[config.mk]
export PLATFORM = sky130hd
export DESIGN_NAME = cfgx_top
export DESIGN_NICKNAME = d
export VERILOG_FILES = /design/src/rtl/cfgx_pkg.sv /design/src/rtl/cfgx_lsb_find.sv /design/src/rtl/cfgx_decode.sv /design/src/rtl/cfgx_seq.sv /design/src/rtl/cfgx_top.sv
export SDC_FILE = /design/constraint.sdc
export NUM_CORES = 1
export LEC_CHECK = 0
export CAP_MARGIN = 20
export CELL_PAD_IN_SITES_DETAIL_PLACEMENT = 1
export CELL_PAD_IN_SITES_GLOBAL_PLACEMENT = 2
export CORE_ASPECT_RATIO = 2
export CORE_MARGIN = 5
export CORE_UTILIZATION = 19
export DETAILED_ROUTE_END_ITERATION = 7
export PLACE_DENSITY_LB_ADDON = 0.1
export REMOVE_ABC_BUFFERS = 1
export SETUP_SLACK_MARGIN = 0.1
export SYNTH_ARGS = -nofsm -noshare
export SYNTH_HDL_FRONTEND = slang
export SYNTH_SLANG_ARGS = --single-unit
export TNS_END_PERCENT = 30
[constraint.sdc]
create_clock -name clk -period 1.71 [get_ports clk]
set_input_delay 0.342 -clock clk [delete_from_list [all_inputs] [get_ports clk]]
set_output_delay 0.342 -clock clk [all_outputs]
set_load 0.02 [all_outputs]
[src/rtl/cfgx_pkg.sv]
package cfgx_pkg;

  localparam int CFG_W     = 32;
  localparam int OFS_W     = CFG_W / 2;
  localparam int DATA_W    = 32;
  localparam int BUS_W     = 8;
  localparam int SEL_LSB   = 11;
  localparam int SEL_W     = CFG_W - SEL_LSB;
  localparam int DEV_W     = $clog2(SEL_W);
  localparam int FUN_W     = 3;
  localparam int LANES     = DATA_W / 8;
  localparam int SIZE_W    = $clog2(LANES);

  typedef enum logic {ST_IDLE, ST_WAIT} cfgx_state_e;

  // Ones in the low (szm1+1) bytes of a data word.
  function automatic logic [DATA_W-1:0] size_fill(input logic [SIZE_W-1:0] szm1);
    logic [DATA_W-1:0] m;
    for (int b = 0; b < LANES; b++) begin
      m[b*8 +: 8] = (b <= int'(szm1)) ? 8'hFF : 8'h00;
    end
    return m;
  endfunction

  // Byte lanes touched by an access starting at lane with szm1+1 bytes.
  function automatic logic [LANES-1:0] lane_enables(input logic [SIZE_W-1:0] szm1,
                                                    input logic [SIZE_W-1:0] lane);
    logic [LANES-1:0] en;
    for (int b = 0; b < LANES; b++) begin
      en[b] = (b >= int'(lane)) && (b <= int'(lane) + int'(szm1));
    end
    return en;
  endfunction

  // Standard configuration address with the enable bit on top.
  function automatic logic [CFG_W-1:0] pack_cfg_addr(input logic [BUS_W-1:0] bus,
                                                     input logic [DEV_W-1:0] dev,
                                                     input logic [FUN_W-1:0] fun,
                                                     input logic [5:0]       dw);
    return {1'b1, 7'b0, bus, dev, fun, dw, 2'b00};
  endfunction

endpackage

[src/rtl/cfgx_lsb_find.sv]
module cfgx_lsb_find #(
  parameter int W     = cfgx_pkg::SEL_W,
  parameter int IDX_W = $clog2(W)
) (
  input  logic [W-1:0]     vec,
  output logic [IDX_W-1:0] idx,
  output logic             any
);
  // clear_below[i] is 1 when no bit below i is set
  logic [W:0]   clear_below;
  logic [W-1:0] first_hit;

  assign clear_below[0] = 1'b1;

  for (genvar i = 0; i < W; i++) begin : g_chain
    assign first_hit[i]     = vec[i] & clear_below[i];
    assign clear_below[i+1] = clear_below[i] & ~vec[i];
  end

  always_comb begin
    idx = '0;
    for (int i = 0; i < W; i++) begin
      if (first_hit[i]) idx = idx | IDX_W'(i);
    end
  end

  assign any = ~clear_below[W];

  // first_hit is one-hot or empty, and empty exactly when nothing is set
  always_comb begin
    a_single_hit_r2: assert ($onehot0(first_hit));
  end

endmodule

[src/rtl/cfgx_decode.sv]
module cfgx_decode
  import cfgx_pkg::*;
(
  input  logic [OFS_W-1:0]  offset,
  input  logic [OFS_W-1:0]  map_hi,
  input  logic [BUS_W-1:0]  bus,
  output logic [CFG_W-1:0]  addr,
  output logic [SIZE_W-1:0] lane,
  output logic              sel_empty
);
  logic [CFG_W-1:0] word;
  logic [SEL_W-1:0] sel;
  logic [DEV_W-1:0] dev;
  logic             sel_any;

  assign word = {map_hi, offset};
  assign sel  = word[CFG_W-1:SEL_LSB];
  assign lane = word[SIZE_W-1:0];

  cfgx_lsb_find #(.W(SEL_W), .IDX_W(DEV_W)) u_find (
    .vec (sel),
    .idx (dev),
    .any (sel_any)
  );

  assign sel_empty = ~sel_any;
  assign addr      = pack_cfg_addr(bus, dev, word[10:8], word[7:2]);

endmodule

[src/rtl/cfgx_seq.sv]
module cfgx_seq
  import cfgx_pkg::*;
(
  input  logic              clk,
  input  logic              rst_n,
  input  logic              req_valid,
  output logic              req_ready,
  input  logic              req_write,
  input  logic [SIZE_W-1:0] req_size,
  input  logic [DATA_W-1:0] req_wdata,
  input  logic              type1_sel,
  input  logic              sel_empty,
  input  logic [CFG_W-1:0]  dec_addr,
  input  logic [SIZE_W-1:0] dec_lane,
  output logic              txn_valid,
  output logic              txn_write,
  output logic [CFG_W-1:0]  txn_addr,
  output logic [LANES-1:0]  txn_byte_en,
  output logic [DATA_W-1:0] txn_wdata,
  input  logic              txn_done,
  input  logic [DATA_W-1:0] txn_rdata,
  output logic              rsp_valid,
  output logic              rsp_blocked,
  output logic              rsp_error,
  output logic [DATA_W-1:0] rsp_rdata,
  output logic              err_flag,
  input  logic              err_clr,
  output logic              abort_clr
);
  cfgx_state_e      state;
  logic [SIZE_W-1:0] size_q;

  // Named events for the assertions
  logic accept;
  logic start_block;
  logic start_err;
  logic start_txn;
  logic finish_txn;

  assign req_ready   = (state == ST_IDLE);
  assign accept      = req_valid & req_ready;
  assign start_block = accept & type1_sel;
  assign start_err   = accept & ~type1_sel & sel_empty;
  assign start_txn   = accept & ~type1_sel & ~sel_empty;
  assign finish_txn  = (state == ST_WAIT) & txn_done;

  always_ff @(posedge clk) begin
    if (!rst_n) begin
      state       <= ST_IDLE;
      size_q      <= '0;
      txn_valid   <= 1'b0;
      txn_write   <= 1'b0;
      txn_addr    <= '0;
      txn_byte_en <= '0;
      txn_wdata   <= '0;
      rsp_valid   <= 1'b0;
      rsp_blocked <= 1'b0;
      rsp_error   <= 1'b0;
      rsp_rdata   <= '0;
      err_flag    <= 1'b0;
      abort_clr   <= 1'b0;
    end else begin
      txn_valid   <= 1'b0;
      abort_clr   <= 1'b0;
      rsp_valid   <= 1'b0;
      rsp_blocked <= 1'b0;
      rsp_error   <= 1'b0;

      if (err_clr)   err_flag <= 1'b0;
      if (start_err) err_flag <= 1'b1;

      if (start_block || start_err) begin
        rsp_valid   <= 1'b1;
        rsp_blocked <= start_block;
        rsp_error   <= start_err;
        rsp_rdata   <= size_fill(req_size);
      end

      if (start_txn) begin
        state       <= ST_WAIT;
        size_q      <= req_size;
        txn_valid   <= 1'b1;
        abort_clr   <= 1'b1;
        txn_write   <= req_write;
        txn_addr    <= dec_addr;
        txn_byte_en <= lane_enables(req_size, dec_lane);
        txn_wdata   <= req_wdata;
      end

      if (finish_txn) begin
        state     <= ST_IDLE;
        rsp_valid <= 1'b1;
        rsp_rdata <= txn_rdata & size_fill(size_q);
      end
    end
  end

  // every issued address carries the enable bit and a dword-aligned register
  p_enable_bit_r3: assert property (@(posedge clk) disable iff (!rst_n)
    txn_valid |-> (txn_addr[CFG_W-1] && txn_addr[1:0] == 2'b00 && txn_addr[30:24] == 7'd0));

  // the transaction pulse lasts one cycle
  p_single_pulse_r8: assert property (@(posedge clk) disable iff (!rst_n)
    txn_valid |=> !txn_valid);

  // no new request is taken while a transaction is outstanding
  p_busy_r8: assert property (@(posedge clk) disable iff (!rst_n)
    txn_valid |-> !req_ready);

  // the status clear strobe only rides along with an issued transaction
  p_abort_pair_r6: assert property (@(posedge clk) disable iff (!rst_n)
    abort_clr |-> txn_valid);

  // a newly raised error comes with an error response and no transaction
  p_err_quiet_r5: assert property (@(posedge clk) disable iff (!rst_n)
    $rose(err_flag) |-> (rsp_error && rsp_valid && !txn_valid));

  // a blocked response is a response and never an error
  p_blocked_resp_r4: assert property (@(posedge clk) disable iff (!rst_n)
    rsp_blocked |-> (rsp_valid && !rsp_error && !txn_valid));

  // a clear without a competing error empties the flag
  p_clear_r7: assert property (@(posedge clk) disable iff (!rst_n)
    (err_clr && !start_err) |=> !err_flag);

  // a completion answers with a response and reopens the request side
  p_finish_r9: assert property (@(posedge clk) disable iff (!rst_n)
    finish_txn |=> (rsp_valid && req_ready && !rsp_blocked && !rsp_error));

endmodule

[src/rtl/cfgx_top.sv]
module cfgx_top
  import cfgx_pkg::*;
(
  input  logic              clk,
  input  logic              rst_n,
  input  logic              req_valid,
  output logic              req_ready,
  input  logic              req_write,
  input  logic [1:0]        req_size,
  input  logic [15:0]       req_offset,
  input  logic [31:0]       req_wdata,
  input  logic [16:0]       map_cfg,
  input  logic [7:0]        bus_num,
  output logic              txn_valid,
  output logic              txn_write,
  output logic [31:0]       txn_addr,
  output logic [3:0]        txn_byte_en,
  output logic [31:0]       txn_wdata,
  input  logic              txn_done,
  input  logic [31:0]       txn_rdata,
  output logic              rsp_valid,
  output logic              rsp_blocked,
  output logic              rsp_error,
  output logic [31:0]       rsp_rdata,
  output logic              err_flag,
  input  logic              err_clr,
  output logic              abort_clr
);
  logic [CFG_W-1:0]  dec_addr;
  logic [SIZE_W-1:0] dec_lane;
  logic              sel_empty;

  cfgx_decode u_decode (
    .offset    (req_offset),
    .map_hi    (map_cfg[OFS_W-1:0]),
    .bus       (bus_num),
    .addr      (dec_addr),
    .lane      (dec_lane),
    .sel_empty (sel_empty)
  );

  cfgx_seq u_seq (
    .clk         (clk),
    .rst_n       (rst_n),
    .req_valid   (req_valid),
    .req_ready   (req_ready),
    .req_write   (req_write),
    .req_size    (req_size),
    .req_wdata   (req_wdata),
    .type1_sel   (map_cfg[OFS_W]),
    .sel_empty   (sel_empty),
    .dec_addr    (dec_addr),
    .dec_lane    (dec_lane),
    .txn_valid   (txn_valid),
    .txn_write   (txn_write),
    .txn_addr    (txn_addr),
    .txn_byte_en (txn_byte_en),
    .txn_wdata   (txn_wdata),
    .txn_done    (txn_done),
    .txn_rdata   (txn_rdata),
    .rsp_valid   (rsp_valid),
    .rsp_blocked (rsp_blocked),
    .rsp_error   (rsp_error),
    .rsp_rdata   (rsp_rdata),
    .err_flag    (err_flag),
    .err_clr     (err_clr),
    .abort_clr   (abort_clr)
  );

endmodule

==> flow_summary.yaml <==
power_and_ir_drop:
  p_total_mw: 6.02
  ir_drop_mv: 0.395
  p_int_mw: 4.33
  combPwrFrac_pct: 23.6
  pwr-share-seq_pct: 42.2
  clock_power_share_pct: 34.2
  p_per_area_nw_per_um2: 774
  power_leakage_nw: 3.50
  p_sw_mw: 1.69
  netSwitchingFraction_pct: 28.1
grt:
  grt_pass1_vias: 5104
  antenna_found_initial: 0
  grt_max_degree: 38
  grt_pass1_wl_mm: 28.8
  grt_remaining_overflow: 0
  grt_usage_pct: 15.2
timing:
  setup_ws_ns: -0.0790
  rsz0062_at_grt: "yes"
  fmax_mhz: 559
  min_period_ns: 1.79
  finalClockSkew_ns: 0.00727
  slew_violations: 0
  setup_viol: 31
  finalHoldViolations: 0
  period_share_pct: 105
die:
  row_count: 76
  fp.dieH_um: 219
  pin_count: 221
  initial_core_util_pct: 19.2
  core_um2: 21600
  die_x_um: 115
  dieArea_um2: 25100
clocking:
  ctsHtreeMaxLevel: 3
  clock_latency_ns: 0.35
  root_buffer: "clkbuf_16"
  hold_buffers: 0
  path_clk_slew_ns: 0.07
  cts_tree: "done"
  cts_max_path_buffers: 2
  cts_num_sinks: 100
  numCtsBuffers: 9
place:
  placedCellCount: 1000
  postPlaceCellArea_um2: 6990
  io_buffers: 211
  globalplace.congestion: 0.748
  dp_hpwl_mm: 14.2
  post-place-ws_ns: -0.873
yosys:
  synthAdderAreaFrac_pct: 0.783
  ys_types: 48
  synth_top_family_by_area: "compound AO/OA/AOI/OAI gates"
  syn_area_um2: 4150
  avgSynthCellArea_um2: 8.58
  synthArstFlopShare_pct: 0
  yosys.area_share.simple_pct: 19.7
  synth-main-ff-cell: "dfxtp_1"
  ys_warn_count: 0
  synthMuxAreaShare_pct: 0
  synth_compound_area_share_pct: 24.9
  syn_inst: 484
  synthXorXnorAreaFrac_pct: 0
  synth-edff-count: 0
  synth-seq-area-share_pct: 48.2
  synth-seq-cells: 100
routing:
  first_pass_iters: 4
  ant_nets: 0
  wl_per_cell_um: 18.3
  drc_errors: 0
  viasPerCell: 4.30
  drt_iter0_markers: 133
  vias: 4519
  wl_mm: 19.3
final_layout:
  fin_nets: 889
  drive_above_1_share_pct: 21.9
  final_cells: 1051
  fin_area_um2: 7770
  diodes: 0
  fillers: 2538
  multiInputGateArea_um2: 2060
  regArea_um2: 2000
  syn_to_final_growth_pct: 87.1
worst_setup_path:
  cp_top_family: "buffers and inverters"
  worst-path-buf-inv: 6
  cp_max_fo: 6
  crit_top_cell: "buf_4"
  arrival_ns: 2.07
  crit_required_ns: 1.99
  max_stage_delay_ns: 0.27
  end_kind: "flip-flop"
  criticalPathCategory: "in2reg"
  cp_cell_sequence: "buf_8, nor4_4, buf_4, or2b_4, buf_12, o311ai_4, buf_4, buf_6, buf_16, o21ai_2, nor2_1"
  startpoint_type: "primary input"
  slowest_stage: "or2b_4"
flow_run:
  max_cap_viol_count: 0
run_status:
  status: "complete, but fails checks"
  violations: "negative setup slack"
worst_hold_path:
  hp-class: "in2reg"
## path summary, 6_finish.rpt
check	slack, ns	depth (start not counted)	endpoint	startpoint
max	-0.08	11	u_seq.rsp_rdata[10]	map_cfg[12]
min reg2reg	0.45	2	u_seq.txn_wdata[23]	u_seq.txn_wdata[23]
max reg2reg	0.07	8	u_seq.rsp_rdata[10]	u_seq.state
min	0.42	5	u_seq.txn_addr[11]	req_offset[11]
## cells in the mapped netlist (2+ instances only)
cell type    n  share of area (%)
o221a_1      5                1.4
o21ai_1     24                2.9
a21oi_1     36                4.3
o221a_2      3               0.81
and3_1       3               0.45
nor4_4       3                1.5
or3_1        2               0.30
clkbuf_1    17                1.5
dfxtp_1    100                 48
buf_2        2               0.24
o21ai_0     10                1.2
o31ai_1      4               0.72
nand3_1      2               0.24
a21boi_0    19                3.4
and2_1       4               0.60
nor3_1       4               0.48
nor2b_1      5               0.75
nor2_1      30                2.7
nand2_1    122                 11
nor4_1       2               0.30
inv_1        6               0.54
a31oi_1      2               0.30
buf_4       12                2.2
a21boi_1    38                6.9
buf_6        6                1.6
## per-stage QoR
| stage | setup TNS (ns) | util (%) | hold WS (ns) |
|---|---|---|---|
| after global placement | -64.90 | 32.4 | 0.441 |
| after detailed placement | -77.11 | 32.4 | 0.451 |
| after floorplan | -61.52 | - | 0.452 |
| after global routing | -5.50 | 36.0 | 0.440 |
| final | -0.980 | 36.0 | 0.418 |
| after CTS | -2.25 | 35.5 | 0.407 |
## worst min-delay path, stage by stage
cell,delay [ns]
buf_2,0.11
buf_4,0.11
a21oi_1,0.04
o31ai_1,0.06
a21oi_1,0.06
## cell type report
cell class                      instances  area share (%)
Multi-Input combinational cell        347            26.5
Clock inverter                          5           0.692
Timing Repair Buffer                  310            39.4
Inverter                                6           0.290
Tap cell                              273            4.39
Sequential cell                       100            25.8
Clock buffer                           10            2.95
## state kept, by name, indices dropped and copies added, names as in the netlist, 2 cells and up
signal,cells
u_seq.rsp_rdata,32
u_seq.txn_wdata,32
u_seq.txn_addr,23
u_seq.txn_byte_en,4
u_seq.size_q,2
## power groups by stage
stage / clock, mW / sequential, mW / combinational (mW)
floorplan: 0 / 2.76 / 0.299
global placement: 0 / 2.59 / 1.33
detailed placement: 0 / 2.60 / 1.35
CTS: 2.16 / 2.54 / 1.41
global route: 2.25 / 2.56 / 1.53
finish: 2.06 / 2.54 / 1.42
## layout by cell type (no fill, tap or decap), types with 3 or more instances in the layout
cell             instances
buf_6                    9
o21ai_0                  8
clkbuf_16               11
clkdlybuf4s15_1          5
nor2b_1                  5
nor2_1                  30
and3_1                   3
clkinv_2                 3
o221a_2                  3
o21ai_2                  8
clkbuf_2                 5
buf_12                  14
buf_2                    7
dlygate4sd2_1          101
buf_16                   7
dfxtp_1                100
nor4_4                   4
buf_4                   67
and2_1                   4
o31ai_1                  4
o21ai_1                 18
a21oi_1                 35
nand2_1                115
o221a_1                  5
nand2_2                  7
a21boi_2                 8
conb_1                   9
clkdlybuf4s50_1         89
nor3_1                   4
a21boi_1                47
inv_1                    6
## logic make-up (layout without fill, tap and decap cells)
| group | after synthesis | count (layout) |
|---|---|---|
| compound gates | 153 | 153 |
| fa+ha+maj | 2 | 2 |
| buf+inv | 45 | 331 |
| flops | 100 | 100 |
| other cells | 1 | 9 |
| simple gates | 183 | 183 |
## metal layers
layer  up-vias  track usage (%)  wire, µm
met5         -                0         0
met1      2158             14.0      6210
met4         0             6.42       534
li1       2217                -         -
met2       122             31.0     11600
met3        22             2.95       871
## what timing repair did
action	4_1_cts	5_1_grt
gates resized for setup	205	34
buffers inserted	25	2
endpoints found under the setup margin	198	97
pin swaps	23	56
gates cloned	7	2
Note: power is estimated with default switching activity, not from simulation.
